$ cat src/rtl/lrep_pkg.sv
package lrep_pkg;

  typedef enum logic [2:0] {
    LR_IDLE    = 3'd0,
    LR_H_WAIT  = 3'd1,
    LR_H_HOLD  = 3'd2,
    LR_H_PULSE = 3'd3,
    LR_C_WAIT  = 3'd4,
    LR_C_HOLD  = 3'd5,
    LR_C_PULSE = 3'd6
  } lrep_state_t;

  function automatic int lrep_max(input int a, input int b);
    return (a > b) ? a : b;
  endfunction

endpackage

$ cat src/rtl/lrep_sync.sv
module lrep_sync #(
  parameter int WIDTH = 3
) (
  input  logic             clk,
  input  logic             rst_n,
  input  logic [WIDTH-1:0] async_i,
  output logic [WIDTH-1:0] sync_o
);

  logic [WIDTH-1:0] stage1;

  // lines rest high, so both stages come out of reset at 1
  always_ff @(posedge clk or negedge rst_n) begin
    if (!rst_n) begin
      stage1 <= '1;
      sync_o <= '1;
    end else begin
      stage1 <= async_i;
      sync_o <= stage1;
    end
  end

endmodule

$ cat src/rtl/lrep_channel.sv
module lrep_channel
  import lrep_pkg::*;
#(
  parameter int DELAY_CYC = 4,
  parameter int PULSE_CYC = 8
) (
  input  logic clk,
  input  logic rst_n,
  input  logic en,
  input  logic host_lvl,
  input  logic card_lvl,
  output logic host_pd,
  output logic host_pu,
  output logic card_pd,
  output logic card_pu,
  output logic host_mst,
  output logic card_mst
);

  localparam int CMAX     = lrep_max(DELAY_CYC, PULSE_CYC);
  localparam int CW       = $clog2(CMAX + 1);
  localparam int DLY_LAST = DELAY_CYC - 1;
  localparam int PU_LAST  = PULSE_CYC - 1;

  lrep_state_t   st;
  logic [CW-1:0] cnt;
  logic          host_prev, card_prev;
  logic          host_fall, card_fall;

  assign host_fall = host_prev & ~host_lvl;
  assign card_fall = card_prev & ~card_lvl;

  always_ff @(posedge clk or negedge rst_n) begin
    if (!rst_n) begin
      st        <= LR_IDLE;
      cnt       <= '0;
      host_prev <= 1'b1;
      card_prev <= 1'b1;
    end else begin
      host_prev <= host_lvl;
      card_prev <= card_lvl;
      if (!en) begin
        st  <= LR_IDLE;
        cnt <= '0;
      end else begin
        case (st)
          LR_IDLE: begin
            cnt <= '0;
            if (host_fall)      st <= LR_H_WAIT;  // host wins a tie
            else if (card_fall) st <= LR_C_WAIT;
          end
          LR_H_WAIT: begin
            if (host_lvl) begin
              st  <= LR_IDLE;
              cnt <= '0;
            end else if (cnt == CW'(DLY_LAST)) begin
              st  <= LR_H_HOLD;
              cnt <= '0;
            end else begin
              cnt <= cnt + 1'b1;
            end
          end
          LR_H_HOLD: begin
            if (host_lvl) begin
              st  <= LR_H_PULSE;
              cnt <= '0;
            end
          end
          LR_H_PULSE: begin
            if (cnt == CW'(PU_LAST)) begin
              st  <= LR_IDLE;
              cnt <= '0;
            end else begin
              cnt <= cnt + 1'b1;
            end
          end
          LR_C_WAIT: begin
            if (card_lvl) begin
              st  <= LR_IDLE;
              cnt <= '0;
            end else if (cnt == CW'(DLY_LAST)) begin
              st  <= LR_C_HOLD;
              cnt <= '0;
            end else begin
              cnt <= cnt + 1'b1;
            end
          end
          LR_C_HOLD: begin
            if (card_lvl) begin
              st  <= LR_C_PULSE;
              cnt <= '0;
            end
          end
          LR_C_PULSE: begin
            if (cnt == CW'(PU_LAST)) begin
              st  <= LR_IDLE;
              cnt <= '0;
            end else begin
              cnt <= cnt + 1'b1;
            end
          end
          default: begin
            st  <= LR_IDLE;
            cnt <= '0;
          end
        endcase
      end
    end
  end

  always_comb begin
    card_pd  = en && (st == LR_H_HOLD);
    card_pu  = en && (st == LR_H_PULSE);
    host_pd  = en && (st == LR_C_HOLD);
    host_pu  = en && (st == LR_C_PULSE);
    host_mst = en && (st == LR_H_WAIT || st == LR_H_HOLD || st == LR_H_PULSE);
    card_mst = en && (st == LR_C_WAIT || st == LR_C_HOLD || st == LR_C_PULSE);
  end

  // one side is never pulled both ways at once
  a_r9_host_excl: assert property (@(posedge clk) disable iff (!rst_n)
    !(host_pd && host_pu));
  a_r9_card_excl: assert property (@(posedge clk) disable iff (!rst_n)
    !(card_pd && card_pu));

  // direction is never shared
  a_r4_one_master: assert property (@(posedge clk) disable iff (!rst_n)
    !(host_mst && card_mst));

  // a slave is only pulled down on behalf of the opposite master
  a_r2_card_pd_owner: assert property (@(posedge clk) disable iff (!rst_n)
    card_pd |-> host_mst);
  a_r3_host_pd_owner: assert property (@(posedge clk) disable iff (!rst_n)
    host_pd |-> card_mst);

  // a released slave pull-down hands over to the pull-up pulse
  a_r5_card_handover: assert property (@(posedge clk) disable iff (!rst_n)
    (en && $past(en) && $fell(card_pd)) |-> card_pu);
  a_r5_host_handover: assert property (@(posedge clk) disable iff (!rst_n)
    (en && $past(en) && $fell(host_pd)) |-> host_pu);

  // a disabled cycle leaves no master behind
  a_r10_disable_idles: assert property (@(posedge clk) disable iff (!rst_n)
    !en |=> !(host_mst || card_mst));

endmodule

$ cat src/rtl/lrep_array.sv
module lrep_array #(
  parameter int N_LINES   = 3,
  parameter int DELAY_CYC = 4,
  parameter int PULSE_CYC = 8
) (
  input  logic               clk,
  input  logic               rst_n,
  input  logic               en,
  input  logic [N_LINES-1:0] host_lvl_i,
  input  logic [N_LINES-1:0] card_lvl_i,
  output logic [N_LINES-1:0] host_pd_o,
  output logic [N_LINES-1:0] host_pu_o,
  output logic [N_LINES-1:0] card_pd_o,
  output logic [N_LINES-1:0] card_pu_o,
  output logic [N_LINES-1:0] host_mst_o,
  output logic [N_LINES-1:0] card_mst_o
);

  logic [N_LINES-1:0] host_s, card_s;

  lrep_sync #(.WIDTH(N_LINES)) u_host_sync (
    .clk(clk), .rst_n(rst_n), .async_i(host_lvl_i), .sync_o(host_s)
  );

  lrep_sync #(.WIDTH(N_LINES)) u_card_sync (
    .clk(clk), .rst_n(rst_n), .async_i(card_lvl_i), .sync_o(card_s)
  );

  for (genvar g = 0; g < N_LINES; g++) begin : g_lane
    lrep_channel #(
      .DELAY_CYC(DELAY_CYC),
      .PULSE_CYC(PULSE_CYC)
    ) u_chan (
      .clk     (clk),
      .rst_n   (rst_n),
      .en      (en),
      .host_lvl(host_s[g]),
      .card_lvl(card_s[g]),
      .host_pd (host_pd_o[g]),
      .host_pu (host_pu_o[g]),
      .card_pd (card_pd_o[g]),
      .card_pu (card_pu_o[g]),
      .host_mst(host_mst_o[g]),
      .card_mst(card_mst_o[g])
    );
  end

endmodule

$ cat config.mk
export PLATFORM = sky130hd
export DESIGN_NAME = lrep_array
export DESIGN_NICKNAME = d
export VERILOG_FILES = /design/src/rtl/lrep_pkg.sv /design/src/rtl/lrep_sync.sv /design/src/rtl/lrep_channel.sv /design/src/rtl/lrep_array.sv
export SDC_FILE = /design/constraint.sdc
export NUM_CORES = 1
export LEC_CHECK = 0
export BUFFER_PORTS_ARGS = -buffer_cell sky130_fd_sc_hd__clkbuf_2
export CORE_MARGIN = 3
export CORE_UTILIZATION = 53
export CTS_CLUSTER_DIAMETER = 80
export DETAILED_ROUTE_END_ITERATION = 12
export GPL_ROUTABILITY_DRIVEN = 0
export PLACE_DENSITY = 0.82
export SYNTH_ARGS = -nofsm -noshare
export SYNTH_HDL_FRONTEND = slang
export SYNTH_SLANG_ARGS = --single-unit
$ cat constraint.sdc
create_clock -name clk -period 1.7 [get_ports clk]
set_input_delay 0.085 -clock clk [delete_from_list [all_inputs] [get_ports clk]]
set_output_delay 0.085 -clock clk [all_outputs]
set_load 0.02 [all_outputs]
; ---- Yosys cells after proc, flatten, opt, wreduce, memory -nomap -nowiden
; Index checks and enable logic that the tools add are counted.
[op_classes]
n_addsub = 3
n_eq_ne = 42
muxes = 57
bitwise_logic = 12
reduce_logical = 42
[ops]
columns = operator, n
row1 = $mux W3, 30
row2 = $mux W4, 21
row3 = $pmux W4 S5, 3
row4 = $pmux W3 S6, 3
row5 = $eq A3 B3 Y1 const B, 9
row6 = $ne A4 B3 Y1 const B, 6
row7 = $eq A3 B2 Y1 const B, 6
row8 = $logic_and A1 B1 Y1, 18
row9 = $ne A3 B3 Y1 const B, 6
row10 = $reduce_and A6 Y1, 3
row11 = $add A4 B1 Y4 const B, 3
row12 = $eq A4 B2 Y1 const B, 3
row13 = $eq A4 B3 Y1 const B, 3
row14 = $logic_or A1 B1 Y1, 12
row15 = $ne A4 B2 Y1 const B, 3
row16 = $eq A3 B1 Y1 const B, 3
row17 = $logic_not A3 Y1, 3
row18 = $ne A3 B2 Y1 const B, 3
row19 = $and A1 B1 Y1, 6
row20 = $not A1 Y1, 6
row21 = $reduce_and A2 Y1, 3
row22 = $reduce_or A2 Y1, 3
[word_totals]
ff_bits = 39
input_bits = 9
out_inout_bits = 18
word_cells = 172

; ---- Logic depth before layout (Yosys ltp)
[logic_depth]
word_depth = 6
ltp_mapped = 6
depth_no_buf = 5

; ---- Modules after synthesis
; From an unflattened synthesis, not the netlist that was laid out.
[hier_totals]
hier_cells = 244
hier_area_um2 = 2404.8
[modules_own_cells]
columns = module, instances, cells_per_inst, area_each_um2, seq_area_each_um2
row1 = lrep_channel (g_lane[0].u_chan ...), 2, 75, 685.7, 227.7
row2 = lrep_channel (g_lane[1].u_chan), 1, 82, 718.2, 227.7
row3 = lrep_sync, 2, 6, 157.7, 157.7

; ---- Least setup slack after synthesis
; OpenSTA, ideal clock, no wires.
[synth_timing]
path_kind = register to register
start = reg g_lane[0].u_chan.st[0]
end = reg g_lane[0].u_chan.st[2]
setup_time_ps = 146
t_arrival_ps = 1480
t_required_ps = 1554
slack_ps = 74
stages_incl_launch_ff = 6
path_buffers = 1
synth_period_minus_slack_ps = 1626
path_cell_list = dfrtp_1 -> buf_2 -> or2_2 -> a2111oi_2 -> or3_1 -> o32ai_1
[synth_between]
elab_chain_cells = 4
elab_cells_between_ends = 17
cone_classes = eq/ne: 12 / mux: 2 / reduce/logical: 3
[synth_rtl]
columns = element, line_no
row1 = "start, declared", lrep_channel.sv:25  ; lrep_state_t st;
row2 = "start signal, assigned", lrep_channel.sv:35  ; st <= LR_IDLE;
row3 = "start signal, assigned", lrep_channel.sv:43  ; st <= LR_IDLE;
row4 = "start signal, assigned", lrep_channel.sv:49  ; if (host_fall) st <= LR_H_WAIT;
row5 = $eq A3 B3 Y1 or $eq A3 B2 Y1 (tied branches), lrep_channel.sv:46  ; case (st)
row6 = $reduce_or A2 Y1 (no line), --
row7 = $ne A3 B2 Y1 (no line) or $pmux W3 S6 (tied branches), --
row8 = $reduce_and A6 Y1 (no line) or $mux W3 (tied branches), --
; Parallel ways exist; a longest one is shown, timed or not.
; A chain may end at the register's enable or synchronous reset.

; ---- Worst setup path after layout
[layout_timing]
start = reg g_lane[0].u_chan.cnt[0]
end = reg g_lane[0].u_chan.st[0]
[layout_between]
elab_chain_cells = 3
elab_cells_between_ends = 6
cone_classes = eq/ne: 5 / reduce/logical: 1
[layout_rtl]
columns = element, line_no
row1 = "start, declared", lrep_channel.sv:26  ; logic [CW-1:0] cnt;
row2 = "start signal, assigned", lrep_channel.sv:60  ; cnt <= cnt + 1'b1;
row3 = "start signal, assigned", lrep_channel.sv:74  ; cnt <= cnt + 1'b1;
row4 = "start signal, assigned", lrep_channel.sv:85  ; cnt <= cnt + 1'b1;
row5 = $eq A4 B2 Y1 or $eq A4 B3 Y1 (tied branches), --
row6 = $ne A4 B3 Y1 (no line) or $ne A3 B2 Y1 (tied branches), --
row7 = $reduce_and A6 Y1 (no line) *, --
row8 = "end signal, assigned", lrep_channel.sv:54  ; st <= LR_IDLE;
row9 = "end signal, assigned", lrep_channel.sv:57  ; st <= LR_H_HOLD;
row10 = "end signal, assigned", lrep_channel.sv:82  ; st <= LR_C_HOLD;
; Every way passes the cells marked *; elsewhere a longest branch is shown, timed or not.

==> results.md <==
- Status: finished, violations left
- Failing checks: setup timing
- Peak Freq: 0.582 GHz
- CP startpoint kind: register
- Main flop type after synthesis: dfrtp_1
- Routed wire length per instance: around 17 µm
- Initial Util: 0.573
- CP max FO: 4
- Top post-synthesis cells by area: dfrtp_1 22%, dfstp_2 20%, buf_4 5.6%
- Crit path DAT: ~1.9 ns
- Final instance area: 3010 µm²
- Core Rows: 23
- Synth Register Bits: 39
- DRT antenna net count: 0
- Gate Count Post-Synth: around 250
- IO buf count: 26
- Syn. warnings: 0
- First-pass GRT wire length: ~9 mm
- Worst slack, placed: -0.0510 ns
- Finished Core Util: 0.716
- Drt total wl: between 5 and 6 mm
- Synthesized net count: roughly 260
- Final worst path period share: 1.01
- Die width: about 73 µm
- Vias per cell: 6.28
- Synth-to-Final Area Change: 25.0%
- Setup-failing EPs final: 3
- Pwr dens: 1270 nW/µm²
- Floorplan core area: roughly 4200 µm²
- DIE AREA: between 5000 and 6000 µm²
- Max Slew Vio Count: 0
- Final hold viol count: 0
- Clock transition at path regs: around 0.070 ns
- Setup TNS: -0.0380 ns
- Clk Latency, worst-skew pair: ~0.29 ns
- CTS Buf Count: 5
- Post-synthesis async set-or-reset flop share: 1.00
- P_leak: roughly 1.3 nW
- Least-Margin Pin Slew: 0.525 ns
- CTS tree: built
- GRT Resource Usage Total: 0.215
- CP Capture Type: register
- Initial antenna violation count: 0
- Max-cap check violation count: 0
- Hold crit path type: input pin to async pin
- Drt pass-1 iters: 5
- DP HPWL: 3.68 mm
- EDFF count, synth: 0
- Mean Syn Cell Area: 9.59 µm²
- CTS Buffer Depth: 2
- Netlist Area Pre-Place: 2410 µm²
- WP data required: between 1.5 and 2 ns
- Minimum clock period: approximately 1.7 ns
- Initial DRC count: approximately 190
- DP Area: 2640 µm²
- Worst Clk Skew: about 0.0036 ns
- RSZ-0062 raised after global routing: yes
- Share of cells above drive strength 1: 0.427
- WS Path Type: register to register
- GRT overflow: 0
- WHS: about 0.3 ns
- Drc violations: 0
- Htree depth: 2
- VDD IR max: between 0.7 and 0.8 mV
- Clk sinks: 39
- Area leader, netlist: dfrtp_1
- Largest net degree at the start of global routing: 21
- Number of global-route vias before repair: around 1900
- Yosys top cell area share: 0.218
- Unique masters post-synth: 53
- Ports: 27
- Via count: 2165
- Slew headroom: 0.650
- # diodes: 0
- Register area share after synthesis: 0.415
- Die Y: around 73 µm
- Clk root buf: clkbuf_8
- # nets final: between 300 and 400
- Fin worst setup slack: -0.0168 ns
==> area by class of cell <==
type                       count  area (µm²)
sequential                    39        1010
inverter                      14        52.6
timing repair buffer          68         492
tap                           50        62.6
multi-input combinational    167        1320
fill                         280        1190
clock buffer                   7        76.3
==> final timing paths <==
kind                                     endpoint               startpoint  cells after the start  slack (ns)
max                        g_lane[0].u_chan.st[0]  g_lane[0].u_chan.cnt[0]                      5       -0.02
min in group clk           g_lane[1].u_chan.st[0]                       en                      4        0.34
max in group asynchronous   u_card_sync.stage1[1]                    rst_n                      3        0.82
max reg2reg                g_lane[0].u_chan.st[0]  g_lane[0].u_chan.cnt[0]                      5       -0.02
min                        g_lane[0].u_chan.st[2]                    rst_n                      2        0.30
min reg2reg                 u_card_sync.sync_o[1]    u_card_sync.stage1[1]                      0        0.36
==> per-stage QoR <==
| step | cells | power, mW |
|---|---|---|
| 4_1_cts | 340 | 3.43 |
| 5_1_grt | 345 | 4.01 |
| 6_report | 345 | 3.81 |
| 3_5_place_dp | 326 | 2.79 |
| 2_1_floorplan | 251 | 2.37 |
| 3_3_place_gp | 326 | 2.74 |
==> synth_stat cells (5+ instances only) <==
cell type / instances
dfrtp_1: 21
buf_4: 18
dfstp_2: 18
inv_1: 14
nor2_1: 14
nand2_1: 11
a21oi_1: 10
nor3_1: 9
o21ai_0: 8
clkbuf_1: 7
nor2b_1: 6
a211oi_1: 5
and3_1: 5
buf_2: 5
mux2_2: 5
nand2b_1: 5
nor4_1: 5
o2111ai_1: 5
o21a_1: 5
==> state kept, by name, indices dropped and copies added (netlist names) <==
signal / count
g_lane.u_chan.cnt: 12
g_lane.u_chan.st: 9
g_lane.u_chan.card_prev: 3
g_lane.u_chan.host_prev: 3
u_card_sync.stage1: 3
u_card_sync.sync_o: 3
u_host_sync.stage1: 3
u_host_sync.sync_o: 3
==> timing repair <==
action / CTS / global route
hold buffers: 7 / 0
hold endpoints to repair: 13 / 0
cloned: 0 / 0
pin swaps: 1 / 7
gates resized for setup: 7 / 32
setup endpoints to repair: 8 / 20
buffers inserted: 0 / 5
==> power by group <==
group	switching (mW)	internal, mW
registers	0.188	1.08
clock network	0.312	0.283
logic	1.01	0.939
==> routing by layer <==
layer | track usage | vias up | wire length, µm
li1 | - | 1000 | -
met1 | 0.285 | 1056 | 2530
met2 | 0.351 | 96 | 2900
met3 | 0.0438 | 13 | 388
met4 | 0.0704 | 0 | 111
met5 | 0 | - | 0
==> worst max-delay path, cell delays in order, from the launching register on <==
cell       delay, ns
dfrtp_1         0.38
ha_2            0.23
nor3b_4         0.28
a21oi_2         0.11
a2111oi_4       0.38
mux2i_1         0.25
==> cells by family (layout without fill, tap and decap cells) <==
family                   Yosys count  after routing  share of synthesized area
multiplexers                       7              7                     0.0317
buffers and inverters             45             89                      0.104
AO/OA/AOI/OAI                     57             57                      0.177
AND/OR/NAND/NOR                   96             96                      0.243
flip-flops                        39             39                      0.415
adder cells (fa/ha/maj)            3              3                     0.0156
XOR/XNOR                           4              4                     0.0146
==> layout by cell type, fill, tap and decap left out, types with 9 or more instances in the layout <==
cell type / instances
nand2_1: 11
inv_1: 14
dfrtp_1: 15
clkbuf_2: 26
buf_4: 32
nor3_1: 9
dfstp_2: 18
nor2_1: 14
Power figures use the tool's default switching activity.
